===== src/rtl/gws_pkg.sv =====
package gws_pkg;

    typedef enum logic [2:0] {
        S_IDLE   = 3'd0,
        S_DUMMY1 = 3'd1,
        S_GAP1   = 3'd2,
        S_DUMMY2 = 3'd3,
        S_GAP2   = 3'd4,
        S_REAL   = 3'd5,
        S_SETTLE = 3'd6
    } gws_state_e;

    // Settle cycles: ceiling of clock rate times interval, at least one cycle.
    function automatic int settle_cycles(input longint clk_hz, input longint settle_ns);
        longint raw;
        raw = (clk_hz * settle_ns + 64'sd999_999_999) / 64'sd1_000_000_000;
        if (raw < 1) raw = 1;
        return int'(raw);
    endfunction

endpackage


===== src/rtl/gws_timing_reg.sv =====
module gws_timing_reg #(
    parameter int WORD_W  = 32,
    parameter int PER_W   = 10,
    parameter int PER_LSB = 0,
    parameter int DLY_W   = 5,
    parameter int DLY_LSB = 26
) (
    input  logic              clk,
    input  logic              rst_n,
    input  logic              we,
    input  logic [WORD_W-1:0] wdata,
    output logic [WORD_W-1:0] word,
    output logic [PER_W-1:0]  period
);
    localparam logic [WORD_W-1:0] PER_ONES = {PER_W{1'b1}};
    localparam logic [WORD_W-1:0] DLY_ONES = {DLY_W{1'b1}};
    localparam logic [WORD_W-1:0] FIELD_MASK = (PER_ONES << PER_LSB) | (DLY_ONES << DLY_LSB);
    // Both fields reset to their maximum, so the reset value equals the mask.
    localparam logic [WORD_W-1:0] RESET_WORD = FIELD_MASK;

    logic [WORD_W-1:0] word_q;

    always_ff @(posedge clk) begin
        if (!rst_n) begin
            word_q <= RESET_WORD;
        end else if (we) begin
            word_q <= wdata & FIELD_MASK;
        end
    end

    assign word   = word_q;
    assign period = word_q[PER_LSB +: PER_W];

endmodule


===== src/rtl/gws_settle_timer.sv =====
module gws_settle_timer #(
    parameter int SETTLE_CYC = 250,
    parameter int CNT_W      = $clog2(SETTLE_CYC + 1)
) (
    input  logic clk,
    input  logic rst_n,
    input  logic start,
    output logic expired
);
    localparam logic [CNT_W-1:0] LOAD_VAL = CNT_W'(SETTLE_CYC - 1);

    logic [CNT_W-1:0] cnt_q;

    always_ff @(posedge clk) begin
        if (!rst_n) begin
            cnt_q <= '0;
        end else if (start) begin
            cnt_q <= LOAD_VAL;
        end else if (cnt_q != '0) begin
            cnt_q <= cnt_q - 1'b1;
        end
    end

    assign expired = (cnt_q == '0);

endmodule


===== src/rtl/gws_seq_fsm.sv =====
module gws_seq_fsm
    import gws_pkg::*;
#(
    parameter int ADDR_W      = 8,
    parameter int DATA_W      = 32,
    parameter int PER_W       = 10,
    parameter int STATUS_ADDR = 0
) (
    input  logic              clk,
    input  logic              rst_n,
    input  logic              cmd_valid,
    input  logic [ADDR_W-1:0] cmd_addr,
    input  logic [DATA_W-1:0] cmd_data,
    input  logic [PER_W-1:0]  period,
    input  logic              settle_done,
    output logic              cmd_ready,
    output logic              settle_start,
    output logic              mac_we,
    output logic [ADDR_W-1:0] mac_addr,
    output logic [DATA_W-1:0] mac_wdata
);
    localparam logic [ADDR_W-1:0] STAT_A = ADDR_W'(STATUS_ADDR);
    localparam logic [PER_W-1:0]  TWO    = PER_W'(2);

    gws_state_e        st_q, st_nxt;
    logic [PER_W-1:0]  gap_q;
    logic [ADDR_W-1:0] addr_q;
    logic [DATA_W-1:0] data_q;
    logic              long_gap;

    // Period 0 and 1 both give back-to-back strobes with no gap state.
    assign long_gap = (period > PER_W'(1));

    always_comb begin
        st_nxt = st_q;
        unique case (st_q)
            S_IDLE:   if (cmd_valid) st_nxt = S_DUMMY1;
            S_DUMMY1: st_nxt = long_gap ? S_GAP1 : S_DUMMY2;
            S_GAP1:   if (gap_q == '0) st_nxt = S_DUMMY2;
            S_DUMMY2: st_nxt = long_gap ? S_GAP2 : S_REAL;
            S_GAP2:   if (gap_q == '0) st_nxt = S_REAL;
            S_REAL:   st_nxt = S_SETTLE;
            S_SETTLE: if (settle_done) st_nxt = S_IDLE;
            default:  st_nxt = S_IDLE;
        endcase
    end

    always_ff @(posedge clk) begin
        if (!rst_n) begin
            st_q   <= S_IDLE;
            gap_q  <= '0;
            addr_q <= '0;
            data_q <= '0;
        end else begin
            st_q <= st_nxt;
            if (st_q == S_IDLE && cmd_valid) begin
                addr_q <= cmd_addr;
                data_q <= cmd_data;
            end
            if (st_q == S_DUMMY1 || st_q == S_DUMMY2) begin
                gap_q <= period - TWO;
            end else if ((st_q == S_GAP1 || st_q == S_GAP2) && gap_q != '0) begin
                gap_q <= gap_q - 1'b1;
            end
        end
    end

    always_comb begin
        cmd_ready    = 1'b0;
        settle_start = 1'b0;
        mac_we       = 1'b0;
        mac_addr     = '0;
        mac_wdata    = '0;
        unique case (st_q)
            S_IDLE: cmd_ready = 1'b1;
            S_DUMMY1, S_DUMMY2: begin
                mac_we   = 1'b1;
                mac_addr = STAT_A;
            end
            S_REAL: begin
                mac_we       = 1'b1;
                mac_addr     = addr_q;
                mac_wdata    = data_q;
                settle_start = 1'b1;
            end
            S_GAP1, S_GAP2, S_SETTLE: ;
            default: ;
        endcase
    end

endmodule


===== src/rtl/gws_seq.sv =====
module gws_seq
    import gws_pkg::*;
#(
    parameter int ADDR_W      = 8,
    parameter int DATA_W      = 32,
    parameter int CLK_HZ      = 50_000_000,
    parameter int SETTLE_NS   = 5000,
    parameter int STATUS_ADDR = 0,
    parameter int PER_W       = 10,
    parameter int PER_LSB     = 0,
    parameter int DLY_W       = 5,
    parameter int DLY_LSB     = 26
) (
    input  logic              clk,
    input  logic              rst_n,
    input  logic              cmd_valid,
    output logic              cmd_ready,
    input  logic [ADDR_W-1:0] cmd_addr,
    input  logic [DATA_W-1:0] cmd_data,
    input  logic              tctl_we,
    input  logic [31:0]       tctl_wdata,
    output logic [31:0]       tctl_word,
    output logic              mac_we,
    output logic [ADDR_W-1:0] mac_addr,
    output logic [DATA_W-1:0] mac_wdata
);
    localparam int SETTLE_CYC = settle_cycles(longint'(CLK_HZ), longint'(SETTLE_NS));

    logic [PER_W-1:0] period;
    logic             settle_start;
    logic             settle_done;

    gws_timing_reg #(
        .WORD_W (32),
        .PER_W  (PER_W),
        .PER_LSB(PER_LSB),
        .DLY_W  (DLY_W),
        .DLY_LSB(DLY_LSB)
    ) u_treg (
        .clk   (clk),
        .rst_n (rst_n),
        .we    (tctl_we),
        .wdata (tctl_wdata),
        .word  (tctl_word),
        .period(period)
    );

    gws_settle_timer #(
        .SETTLE_CYC(SETTLE_CYC)
    ) u_timer (
        .clk    (clk),
        .rst_n  (rst_n),
        .start  (settle_start),
        .expired(settle_done)
    );

    gws_seq_fsm #(
        .ADDR_W     (ADDR_W),
        .DATA_W     (DATA_W),
        .PER_W      (PER_W),
        .STATUS_ADDR(STATUS_ADDR)
    ) u_fsm (
        .clk         (clk),
        .rst_n       (rst_n),
        .cmd_valid   (cmd_valid),
        .cmd_addr    (cmd_addr),
        .cmd_data    (cmd_data),
        .period      (period),
        .settle_done (settle_done),
        .cmd_ready   (cmd_ready),
        .settle_start(settle_start),
        .mac_we      (mac_we),
        .mac_addr    (mac_addr),
        .mac_wdata   (mac_wdata)
    );

endmodule


===== config.mk =====
export PLATFORM = sky130hd
export DESIGN_NAME = gws_seq
export DESIGN_NICKNAME = d
export VERILOG_FILES = /design/src/rtl/gws_pkg.sv /design/src/rtl/gws_timing_reg.sv /design/src/rtl/gws_settle_timer.sv /design/src/rtl/gws_seq_fsm.sv /design/src/rtl/gws_seq.sv
export SDC_FILE = /design/constraint.sdc
export NUM_CORES = 1
export LEC_CHECK = 0
export ABC_AREA = 0
export BUFFER_PORTS_ARGS = -buffer_cell sky130_fd_sc_hd__buf_2
export CAP_MARGIN = 30
export CORE_MARGIN = 5
export CORE_UTILIZATION = 44
export CTS_BUF_LIST = sky130_fd_sc_hd__clkbuf_4 sky130_fd_sc_hd__clkbuf_8 sky130_fd_sc_hd__clkbuf_16
export DETAILED_ROUTE_END_ITERATION = 6
export GPL_TIMING_DRIVEN = 0
export PLACE_DENSITY = 0.87
export SYNTH_ARGS = -nofsm -noshare
export SYNTH_HDL_FRONTEND = slang
export SYNTH_SLANG_ARGS = --single-unit

===== constraint.sdc =====
create_clock -name clk -period 1.7 [get_ports clk]
set_input_delay 0.255 -clock clk [delete_from_list [all_inputs] [get_ports clk]]
set_output_delay 0.255 -clock clk [all_outputs]
set_load 0.01 [all_outputs]

==> out/qor.log <==
[outcome] outcome complete, but fails checks
[outcome] violated checks setup timing
[sta] final-report hold violation count 0
[synth] synthesized area 3660 um2
[finish] Final Util 0.667
[die] Core ar. 8180 um2
[die] Starting Density 0.448
[synth] fraction of registers with async set or reset after synthesis 0
[finish] number of nets in the finished design 706
[synth] share of Yosys cell area claimed by the top area cell type 0.415
[power] switching share of power 0.391
[synth] library cell occupying the most area in the post-synthesis netlist dfxtp_1
[cts] number of clock buffers inserted by TritonCTS 9
[power] worst voltage drop across the vdd grid 0.000849 V
[sta] share of the clock period used by the worst path 1.18
[global_route] pin count of the biggest net entering global routing 14
[synth] leading cell types by count after synthesis nand2_1 (101), dfxtp_1 (76), a21oi_1 (45), and3_1 (42), clkbuf_1 (30)
[detailed_routing] Via-to-Cell Ratio 6.03
[cts] CTS root buffer clkbuf_8
[cts] CTS tree yes
[setup_path] category of the critical setup timing path register to register
[placement] port bufs 114
[sta] Max-slew headroom 0.467
[die] die outline width 101 um
[sta] Clock Skew 27.0 ps
[detailed_routing] Residual DRC 0
[placement] placed wire-length estimate 7620 um
[die] die outline height 101 um
[cts] clock slew at the register clock pins of the worst setup and hold paths 110 ps
[global_route] wire length of the first global-routing pass 18,000 um
[synth] most frequently used cell type in the post-synthesis netlist nand2_1
[setup_path] list of cells traversed by the critical path inv_2, ha_4, or4b_4, or3_4, a311oi_4, nor3_1
[sta] post-route worst setup slack -306 ps
[hold_path] type of the worst min-delay path input pin to register
[job] max-cap viol count 0
[synth] yosys synthesis warning count 0
[global_route] vias in the first global route 3,951
[synth] flip-flop and latch count after synthesis 76
[detailed_routing] routed wire length per instance 19.8 um
[power] leakage power 2.48 nW
[finish] fill cell count 543
[synth] number of enable flip-flop cells after synthesis 0
[power] total power per unit cell area 1380 nW/um2
[sta] setup violation total in the final timing report 49
[synth] cell types with the largest area share after synthesis dfxtp_1 (42%), nand2_1 (10%), and3_1 (7.2%)
[setup_path] cell with the largest stage delay on the worst path or4b_4
[finish] layout cell share with drive strength beyond 1 0.393
[sta] worst-margin pin slew 797 ps
[setup_path] Critical Path Fanout Max 5
[placement] routability cong. 0.865
[cts] Clock Tree Buf Depth 2
[power] post-layout total power 0.00755 W
[detailed_routing] wire length after detailed routing 14,600 um
[power] fraction of power consumed by sequential logic 0.335
[global_route] total congestion overflow 0
[cts] deepest level of the CTS H-tree 3
[synth] main flop type after synthesis dfxtp_1
[setup_path] Critical Path Sink Type register
[sta] shortest clock period the worst path allows after layout 2010 ps
[synth] Avg Cell Area, Syn 7.98 um2
[die] number of placement rows 33
[detailed_routing] DR iter-0 viols 651
[die] die area 10,300 um2
[sta] RSZ-0062 raised after global routing true
[die] I/O pin cnt 150
[power] Cell Int Power 0.00460 W
[power] NetSw 0.00295 W
[detailed_routing] Routed Antenna Nets 0
[setup_path] WP data arrival 2240 ps
[setup_path] critical path's largest stage delay 480 ps
[setup_path] required time of the worst setup path 1930 ps
[cts] TritonCTS sink count 76
[setup_path] buffers plus inverters on the worst setup path 1
[global_route] total routing usage reported by global routing 0.215
[global_route] antenna violations before repair 0
[power] combinational share of power 0.454
[setup_path] Worst Setup Start Kind register
[synth] gate count after technology mapping 459
[detailed_routing] number of vias in the routed layout 4,442
[synth] register area share after synthesis 0.415
[cts] worst-skew pair later-pin latency 370 ps
[setup_path] cell type group with the largest total delay on the critical path simple AND/OR/NAND/NOR gates
[finish] Area Overhead vs Synth 48.9%
[power] part of the total power dissipated in the clock network 0.211
[sta] final max-slew violation count 0
[sta] highest clock frequency the design can meet 498 MHz
[detailed_routing] number of detailed-routing iterations run before antenna repair 6
[synth] number of distinct library cell variants in the gate-level netlist after synthesis 55
==> sequential cells by signal, summed over array words and instances, names as in the netlist <==
register and flops:
u_fsm.data_q 32, u_fsm.st_q 3, u_fsm.gap_q 10, u_timer.cnt_q 8, u_fsm.addr_q 8, u_treg.word 15
==> per-stage QoR <==
step / std cells / hold slack, ps / cell area [um2] / TNS (ps) / setup slack (ps)
finish: 737 / 108 / 5460 / -4110 / -306
global route: 736 / 132 / 5450 / -5270 / -341
CTS: 723 / 129 / 4940 / -1020 / -180
detailed placement: 694 / 445 / 4480 / -4510 / -243
global placement: 694 / 438 / 4480 / -3550 / -189
floorplan: 475 / 384 / 3780 / -136 / -136
==> path summary, 6_finish.rpt <==
path	startpoint	endpoint	slack, ps	cells after the start
setup / recovery	u_fsm.gap_q[0]	u_fsm.gap_q[3]	-310	6
hold / removal	cmd_data[18]	u_fsm.data_q[18]	110	3
setup reg to reg	u_fsm.gap_q[0]	u_fsm.gap_q[3]	-310	6
hold reg to reg	u_fsm.data_q[31]	u_fsm.data_q[31]	470	2
==> final cells by class <==
type	instances	area, um2	share of cell area
diodes	1	2.50	0.000459
multi-input cells	338	2190	0.402
repair buffers	142	995	0.182
flip-flops and latches	76	1540	0.281
well taps	105	131	0.0241
inverters	11	41.3	0.00757
clock buffers	11	139	0.0255
plain buffers	48	332	0.0608
clock inverters	5	85.1	0.0156
==> worst min-delay path: stages <==
cell and delay, ps:
buf_2 90, nand2_1 40, a21oi_1 50
==> power groups by stage <==
stage / combinational [W] / sequential, W / clock, W
after floorplan: 0.00165 / 0.00238 / 0
after global placement: 0.00206 / 0.00242 / 0
after detailed placement: 0.00216 / 0.00244 / 0
after CTS: 0.00259 / 0.00243 / 0.00154
after global routing: 0.00361 / 0.00254 / 0.00165
final: 0.00343 / 0.00253 / 0.00159
==> what timing repair did <==
item	CTS	global route
setup buffers	13	12
pin swaps	6	19
hold endpoints to repair	0	0
gates cloned	1	2
gates resized for setup	42	107
endpoints found under the setup margin	85	96
hold buffers	0	0
==> metal layers <==
layer,up-vias,part of all wire,wire [um],GRT usage
li1,1895,-,-,-
met1,2089,0.34,5030,0.244
met5,-,0,0,0
met4,0,0.071,1040,0.120
met3,116,0.093,1360,0.0482
met2,342,0.49,7170,0.373
==> logic make-up (layout without fill, tap and decap cells) <==
group	after synthesis	after routing	synth area share
AOI/OAI and AO/OA	90	90	0.151
xor gates and xnor gates	8	8	0.0191
adders and majority gates	4	4	0.0137
buffers and inverters	61	217	0.0806
DFF	76	76	0.415
muxes	13	13	0.0355
other	1	18	0.00102
and+or+nand+nor	206	206	0.284
==> placed cells by master (no fill, tap or decap), types with 5 or more instances in the layout <==
cell type / count
nand2_1: 101
buf_2: 88
dfxtp_1: 71
a21oi_1: 45
buf_4: 40
buf_6: 39
and3_4: 26
conb_1: 17
and3_1: 16
clkbuf_1: 16
mux2i_1: 13
clkbuf_8: 10
nor2_1: 10
inv_1: 9
o21ai_0: 8
o21a_1: 7
nor3_1: 6
nand3_1: 6
nand2b_1: 5
xnor2_1: 5
(Power assumes the default switching activity.)
